<file path="config.mk">
export PLATFORM = sky130hd
export DESIGN_NAME = ripple_alu
export DESIGN_NICKNAME = d
export VERILOG_FILES = /design/src/rtl/alu_pkg.sv /design/src/rtl/alu_slice.sv /design/src/rtl/alu_slice_msb.sv /design/src/rtl/alu_zero_detect.sv /design/src/rtl/ripple_alu.sv
export SDC_FILE = /design/constraint.sdc
export NUM_CORES = 1
export LEC_CHECK = 0
export BUFFER_PORTS_ARGS = -buffer_cell sky130_fd_sc_hd__buf_2
export CORE_UTILIZATION = 49
export DETAILED_ROUTE_END_ITERATION = 10
export GPL_ROUTABILITY_DRIVEN = 0
export PLACE_DENSITY = 0.91
export SYNTH_ARGS = -nofsm -noshare
export SYNTH_HDL_FRONTEND = slang
export SYNTH_SLANG_ARGS = --single-unit
</file>
<file path="constraint.sdc">
create_clock -name vclk -period 22.9
set_clock_uncertainty 0.2 [all_clocks]
set_input_delay 3.435 -clock vclk [all_inputs]
set_output_delay 3.435 -clock vclk [all_outputs]
set_load 0.05 [all_outputs]
</file>
<file path="src/rtl/alu_pkg.sv">
package alu_pkg;

   // Result select codes; the slice multiplexer decodes them directly.
   typedef enum logic [1:0] {
      SEL_AND  = 2'b00,
      SEL_OR   = 2'b01,
      SEL_SUM  = 2'b10,
      SEL_LESS = 2'b11
   } alu_sel_e;

   // One-bit full adder, sum part.
   function automatic logic fa_sum(input logic x, input logic y, input logic ci);
      return x ^ y ^ ci;
   endfunction

   // One-bit full adder, carry part.
   function automatic logic fa_carry(input logic x, input logic y, input logic ci);
      return (x & y) | (x & ci) | (y & ci);
   endfunction

   // Four-way result pick shared by every slice variant.
   function automatic logic pick(input alu_sel_e s, input logic an, input logic orr,
                                 input logic sm, input logic lt);
      logic r;
      case (s)
         SEL_AND:  r = an;
         SEL_OR:   r = orr;
         SEL_SUM:  r = sm;
         default:  r = lt;
      endcase
      return r;
   endfunction

endpackage

</file>
<file path="src/rtl/alu_slice.sv">
// Ordinary one-bit slice used for every bit below the top.
module alu_slice
   import alu_pkg::*;
(
   input  logic     a_i,
   input  logic     b_i,
   input  logic     binv_i,
   input  logic     ci_i,
   input  logic     less_i,
   input  alu_sel_e sel_i,
   output logic     r_o,
   output logic     co_o
);
   logic b_eff;
   logic s_bit;

   always_comb begin
      b_eff = b_i ^ binv_i;
      s_bit = fa_sum(a_i, b_eff, ci_i);
      co_o  = fa_carry(a_i, b_eff, ci_i);
      r_o   = pick(sel_i, a_i & b_i, a_i | b_i, s_bit, less_i);
   end
endmodule

</file>
<file path="src/rtl/alu_slice_msb.sv">
// Top slice: the same datapath, plus the raw sum and the overflow flag.
module alu_slice_msb
   import alu_pkg::*;
(
   input  logic     a_i,
   input  logic     b_i,
   input  logic     binv_i,
   input  logic     ci_i,
   input  logic     less_i,
   input  alu_sel_e sel_i,
   output logic     r_o,
   output logic     co_o,
   output logic     set_o,
   output logic     ovf_o
);
   logic b_eff;
   logic s_bit;

   always_comb begin
      b_eff = b_i ^ binv_i;
      s_bit = fa_sum(a_i, b_eff, ci_i);
      co_o  = fa_carry(a_i, b_eff, ci_i);
      r_o   = pick(sel_i, a_i & b_i, a_i | b_i, s_bit, less_i);
      set_o = s_bit;
      ovf_o = ci_i ^ co_o;
   end
endmodule

</file>
<file path="src/rtl/alu_zero_detect.sv">
// Zero detection, built as a tree of OR reductions over groups of GROUP bits.
module alu_zero_detect #(
   parameter int WIDTH = 32,
   parameter int GROUP = 4
) (
   input  logic [WIDTH-1:0] v_i,
   output logic             zero_o
);
   localparam int NGRP = (WIDTH + GROUP - 1) / GROUP;
   localparam int PADW = NGRP * GROUP;

   if (GROUP < 1) begin : g_bad_group
      $error("alu_zero_detect: GROUP must be at least 1");
   end

   logic [PADW-1:0] padded;
   logic [NGRP-1:0] grp_any;

   if (PADW > WIDTH) begin : g_pad
      assign padded = {{(PADW-WIDTH){1'b0}}, v_i};
   end else begin : g_nopad
      assign padded = v_i;
   end

   for (genvar g = 0; g < NGRP; g++) begin : g_grp
      assign grp_any[g] = |padded[g*GROUP +: GROUP];
   end

   assign zero_o = ~|grp_any;
endmodule

</file>
<file path="src/rtl/ripple_alu.sv">
module ripple_alu
   import alu_pkg::*;
#(
   parameter int WIDTH      = 32,
   parameter int ZERO_GROUP = 4
) (
   input  logic [WIDTH-1:0] opa_i,
   input  logic [WIDTH-1:0] opb_i,
   input  logic [1:0]       op_i,
   input  logic             sub_i,
   output logic [WIDTH-1:0] res_o,
   output logic             cout_o,
   output logic             ovf_o,
   output logic             zero_o
);
   localparam int TOP = WIDTH - 1;

   if (WIDTH < 2) begin : g_bad_width
      $error("ripple_alu: WIDTH must be at least 2");
   end
   if (ZERO_GROUP < 1 || ZERO_GROUP > WIDTH) begin : g_bad_zgrp
      $error("ripple_alu: ZERO_GROUP must lie in 1..WIDTH");
   end

   alu_sel_e         sel;
   logic [WIDTH:0]   carry;
   logic             set_msb;

   assign sel      = alu_sel_e'(op_i);
   assign carry[0] = sub_i;

   for (genvar i = 0; i < WIDTH; i++) begin : g_bit
      if (i == TOP) begin : g_msb
         alu_slice_msb u_slice (
            .a_i    (opa_i[i]),
            .b_i    (opb_i[i]),
            .binv_i (sub_i),
            .ci_i   (carry[i]),
            .less_i (1'b0),
            .sel_i  (sel),
            .r_o    (res_o[i]),
            .co_o   (carry[i+1]),
            .set_o  (set_msb),
            .ovf_o  (ovf_o)
         );
      end else if (i == 0) begin : g_lsb
         alu_slice u_slice (
            .a_i    (opa_i[i]),
            .b_i    (opb_i[i]),
            .binv_i (sub_i),
            .ci_i   (carry[i]),
            .less_i (set_msb),
            .sel_i  (sel),
            .r_o    (res_o[i]),
            .co_o   (carry[i+1])
         );
      end else begin : g_mid
         alu_slice u_slice (
            .a_i    (opa_i[i]),
            .b_i    (opb_i[i]),
            .binv_i (sub_i),
            .ci_i   (carry[i]),
            .less_i (1'b0),
            .sel_i  (sel),
            .r_o    (res_o[i]),
            .co_o   (carry[i+1])
         );
      end
   end

   assign cout_o = carry[WIDTH];

   alu_zero_detect #(
      .WIDTH (WIDTH),
      .GROUP (ZERO_GROUP)
   ) u_zero (
      .v_i    (res_o),
      .zero_o (zero_o)
   );
endmodule

</file>
# After elaboration in Yosys (flattened, before gate mapping)
# Index checks and enable logic that the tools add are counted.
# totals
register_bits	0
output_inout_bits	35
word_cells	358
# classes
eq_ne	2
mux	32
bitwise	321
n_reduce_logical	3
# op_table
operator	n
$and A1 B1 Y1	128
$xor A1 B1 Y1	97
$or A1 B1 Y1	96
$pmux W1 S3	32
$reduce_or A32 Y1	1
$eq A2 B1 Y1 const B	1
$eq A2 B2 Y1 const B	1
$logic_not A2 Y1	1
$logic_not A1 Y1	1

# Longest topological paths before layout
# logic_depth
depth_word	98
ltp_mapped	41
ltp_nobuf	39

# Modules after synthesis
# Synthesis repeated with hierarchy kept, for this count alone.
# unflattened
hier_cells	180
hier_area_um2	2114.5
# by_module_without_submodules
module	instances	cells_per_inst	area_per_inst_um2
alu_slice	31	5	62.6
alu_slice_msb	1	13	98.8
alu_zero_detect	1	11	72.6
ripple_alu	1	1	3.8

# Worst setup path after synthesis
# OpenSTA, ideal clock, no wires.
# synth_timing
kind	input to output
startpoint	in sub_i
endpoint	out ovf_o
t_arrival_ns	16.706
required_ns	19.265
slack_ns	2.559
stages	38
path_cell_list	clkbuf_1 > buf_1 > xnor2_1 > fa_1 > fa_1 > inv_1 > fa_1 > fa_1 > fa_1 > fa_1 > fa_1 > fa_1 > fa_1 > fa_1 > fa_1 > fa_1 > fa_1 > fa_1 > [... 2 more ...] > fa_1 > fa_1 > fa_1 > fa_1 > fa_1 > fa_1 > fa_1 > fa_1 > fa_1 > fa_1 > fa_1 > fa_1 > fa_1 > inv_1 > fa_1 > inv_1 > fa_1 > xnor2_1
# synth_between
elab_chain_len	98
word_cells_on_any_way	193
cone_classes	bitwise: 193
# synth_rtl
element	line_no	rtl
from (decl)	ripple_alu.sv:10	input logic sub_i,
$xor A1 B1 Y1	alu_slice.sv:18	b_eff = b_i ^ binv_i;
$and A1 B1 Y1	alu_pkg.sv:18	return (x & y) | (x & ci) | (y & ci);
$or A1 B1 Y1 (2 in series)	alu_pkg.sv:18	
$and A1 B1 Y1	alu_pkg.sv:18	
$or A1 B1 Y1 (2 in series)	alu_pkg.sv:18	
$and A1 B1 Y1	alu_pkg.sv:18	
$or A1 B1 Y1 (2 in series)	alu_pkg.sv:18	
$and A1 B1 Y1	alu_pkg.sv:18	
[... 78 more ...]	n/a	
$or A1 B1 Y1 (2 in series)	alu_pkg.sv:18	
$and A1 B1 Y1	alu_pkg.sv:18	
$or A1 B1 Y1 (2 in series)	alu_pkg.sv:18	
$and A1 B1 Y1	alu_pkg.sv:18	
$or A1 B1 Y1	alu_pkg.sv:18	
$or A1 B1 Y1 (*)	alu_pkg.sv:18	
net cout_o	ripple_alu.sv:12	output logic cout_o,
$xor A1 B1 Y1 (*)	alu_slice_msb.sv:25	ovf_o = ci_i ^ co_o;
to (decl)	ripple_alu.sv:13	output logic ovf_o,
# Mark *: on every way through the listed nets, which the timed path passes. The rest lies on a longest branch.

# Final worst setup path
# layout_timing
startpoint	in sub_i
endpoint	out zero_o
# layout_between
elab_chain_len	98
word_cells_on_any_way	285
cone_classes	mux: 32; bitwise: 251; reduce/logical: 2
# layout_rtl
element	line_no	rtl
$xor A1 B1 Y1	alu_slice.sv:18	
$and A1 B1 Y1	alu_pkg.sv:18	
$or A1 B1 Y1 (2 in series)	alu_pkg.sv:18	
$and A1 B1 Y1	alu_pkg.sv:18	
$or A1 B1 Y1 (2 in series)	alu_pkg.sv:18	
$and A1 B1 Y1	alu_pkg.sv:18	
$or A1 B1 Y1 (2 in series)	alu_pkg.sv:18	
$and A1 B1 Y1	alu_pkg.sv:18	
[... 77 more ...]	n/a	
$and A1 B1 Y1	alu_pkg.sv:18	
$or A1 B1 Y1 (2 in series)	alu_pkg.sv:18	
$and A1 B1 Y1	alu_pkg.sv:18	
$or A1 B1 Y1 (2 in series)	alu_pkg.sv:18	
$xor A1 B1 Y1	alu_pkg.sv:13	return x ^ y ^ ci;
$pmux W1 S3	alu_pkg.sv:25	case (s)
$reduce_or A32 Y1 (*)	alu_zero_detect.sv:29	assign zero_o = ~|grp_any;
$logic_not A1 Y1 (*)	alu_zero_detect.sv:29	
to (decl)	ripple_alu.sv:14	output logic zero_o
# Mark *: on every way between the ends. The rest lies on a longest branch, timed or not.

==> impl_metrics.env <==
export IMPL_outcome="completed"
export IMPL_slowest_stage="fa_1"
export IMPL_crit_cells=41
export IMPL_final_common_cell="buf_2"
export IMPL_min_path_type="input pin to primary output"
export IMPL_fin_crit_ps=20750
export IMPL_post_route_drc_count=0
export IMPL_p_leak_nw=1.11
export IMPL_setup_worst_path_end="zero_o"
export IMPL_fmax_ghz=0.0482
export IMPL_maxSlewViolCount=0
export IMPL_nClkBuffers=0
export IMPL_fin_cells=324
export IMPL_dp_cells=324
export IMPL_yosysSeqAreaShare_pct=0
export IMPL_grt_max_degree=35
export IMPL_cp_top_family="adder cells"
export IMPL_cp_end_kind="primary output"
export IMPL_critPathBufInv=6
export IMPL_powerDensity_nw_per_um2=40.9
export IMPL_cp_start_kind="input pin"
export IMPL_relSlewSlack_pct=53.5
export IMPL_cts_setup_buffers=0
export IMPL_internal_power_mw=0.0323
export IMPL_share_seq_of_total_power_pct=0
export IMPL_hold_buffers=0
export IMPL_drv_cap=0
export IMPL_drive_gt1_share_pct=40.2
export IMPL_mostFrequentLayoutCells="buf_2 (102), fa_1 (31), xor2_1 (28)"
export IMPL_flops_and_latches=0
export IMPL_syn_nets=316
export IMPL_tightestPinTransition_ps=698
export IMPL_vdd_drop_max_uv=19.7
export IMPL_ant_nets=0
export IMPL_grt_pass1_vias=1755
export IMPL_nets=376
export IMPL_place_hpwl_um=3830
export IMPL_worstHoldStart="opb_i[29]"
export IMPL_setup_viol=0
export IMPL_grt_ovfl_total=0
export IMPL_wl_per_cell_um=14.3
export IMPL_wl_um=4620
export IMPL_dr_pass1_iters=4
export IMPL_via_per_inst=5.37
export IMPL_fillers=334
export IMPL_tns_ps=0
export IMPL_cp_startpoint="sub_i"
export IMPL_hold_viol=0
export IMPL_p_clk_share_pct=0
export IMPL_cp_common_cell="fa_1"
export IMPL_synthToLayoutAreaGrowth_pct=13.9
export IMPL_critPathMaxStageDelay_ps=450
export IMPL_antenna_found_initial=0
export IMPL_drt_iter0_markers=57
export IMPL_place_ws_ps=2130
export IMPL_pin_count=102
export IMPL_ys_warnings_count=0
export IMPL_die_w_um=66.3
export IMPL_avgSynthCellArea_um2=9.28
export IMPL_fp_row_count=22
export IMPL_die_y_um=66.3
export IMPL_regArea_um2=0
export IMPL_critPathKind="input pin to primary output"
export IMPL_rsz0062_at_grt="false"
export IMPL_fin_crit_sh_pct=90.6
export IMPL_crit_path_max_fanout=32
export IMPL_start_util_pct=53.3
export IMPL_setup_slack_ps=2150
export IMPL_arrival_ps=17120
export IMPL_syn_cell_area_um2=2020
export IMPL_share_comb_of_total_power_pct=100.0
export IMPL_num_antenna_cells=0
export IMPL_numPortBuffers=102
export IMPL_cts_resized=0
export IMPL_p_sw_mw=0.0619
export IMPL_die_area_um2=4390
export IMPL_grt_use_total_pct=21.6
export IMPL_grt_pass1_wl_um=7550
export IMPL_core_um2=3800
export IMPL_netlist_instances=218
export IMPL_netSwitchingFraction_pct=65.7
export IMPL_via_count=1741
export IMPL_cp_data_required_time_ps=19270
export IMPL_synth_cell_type_count=29
[stage by stage]
stage               hold WS, ps  total power [mW]  utilization (%)  cell area [um^2]
global placement           7160            0.0921             60.7              2300
floorplan                  7000            0.0806                -              2020
detailed placement         7170            0.0945             60.7              2300
CTS                        7170            0.0949             60.7              2300
finish                     7170            0.0942             60.7              2300
global route               7200             0.103             60.7              2300
[Yosys cell counts, drive strengths merged (3+ instances only)]
master / number / area share, %
nor4: 3 / 0.93
buf: 41 / 14
clkbuf: 6 / 1.1
nand3: 4 / 0.99
xnor2: 4 / 1.7
maj3: 30 / 15
nand2: 12 / 2.2
fa: 31 / 31
or4: 3 / 1.1
xor2: 28 / 12
a22o: 21 / 9.1
inv: 12 / 2.2
o21ai: 6 / 1.5
[worst min path at each step]
stage | to | slack [ps] | depth (start not counted)
floorplan | res_o[29] | 7000 | 3
global placement | res_o[29] | 7160 | 4
detailed placement | res_o[29] | 7170 | 4
CTS | res_o[29] | 7170 | 4
global route | res_o[29] | 7200 | 4
finish | res_o[29] | 7170 | 4
[layer usage]
metal  track usage (%)  share of wire [%]  vias to the layer above  wire length (um)
li1                  -                  -                      834                 -
met1              27.4                 44                      826              2020
met4              2.13               0.71                        0                33
met5                 0                  0                        -                 0
met3              1.03                5.3                        6               243
met2              41.1                 50                       75              2330
[layout make-up]
type                       instances  area [um^2]  share of cell area, %
inverter                          12         45.0                   1.95
timing repair buffer             105          533                   23.1
tap                               48         60.1                   2.61
multi-input combinational        159         1670                   72.3
[power groups by stage]
stage / clock network [mW] / registers [mW] / logic (mW)
3_3_place_gp: 0 / 0 / 0.0921
3_5_place_dp: 0 / 0 / 0.0945
6_report: 0 / 0 / 0.0942
2_1_floorplan: 0 / 0 / 0.0806
4_1_cts: 0 / 0 / 0.0949
5_1_grt: 0 / 0 / 0.103
[logic make-up after synthesis]
group | share of synthesized area (%)
multiplexers | 0.990
XOR/XNOR | 13.9
buffers and inverters | 17.7
AND/OR/NAND/NOR | 8.72
AO/OA/AOI/OAI | 12.9
adder cells (fa/ha/maj) | 45.8
No activity file was read; power rests on OpenSTA's default activity.
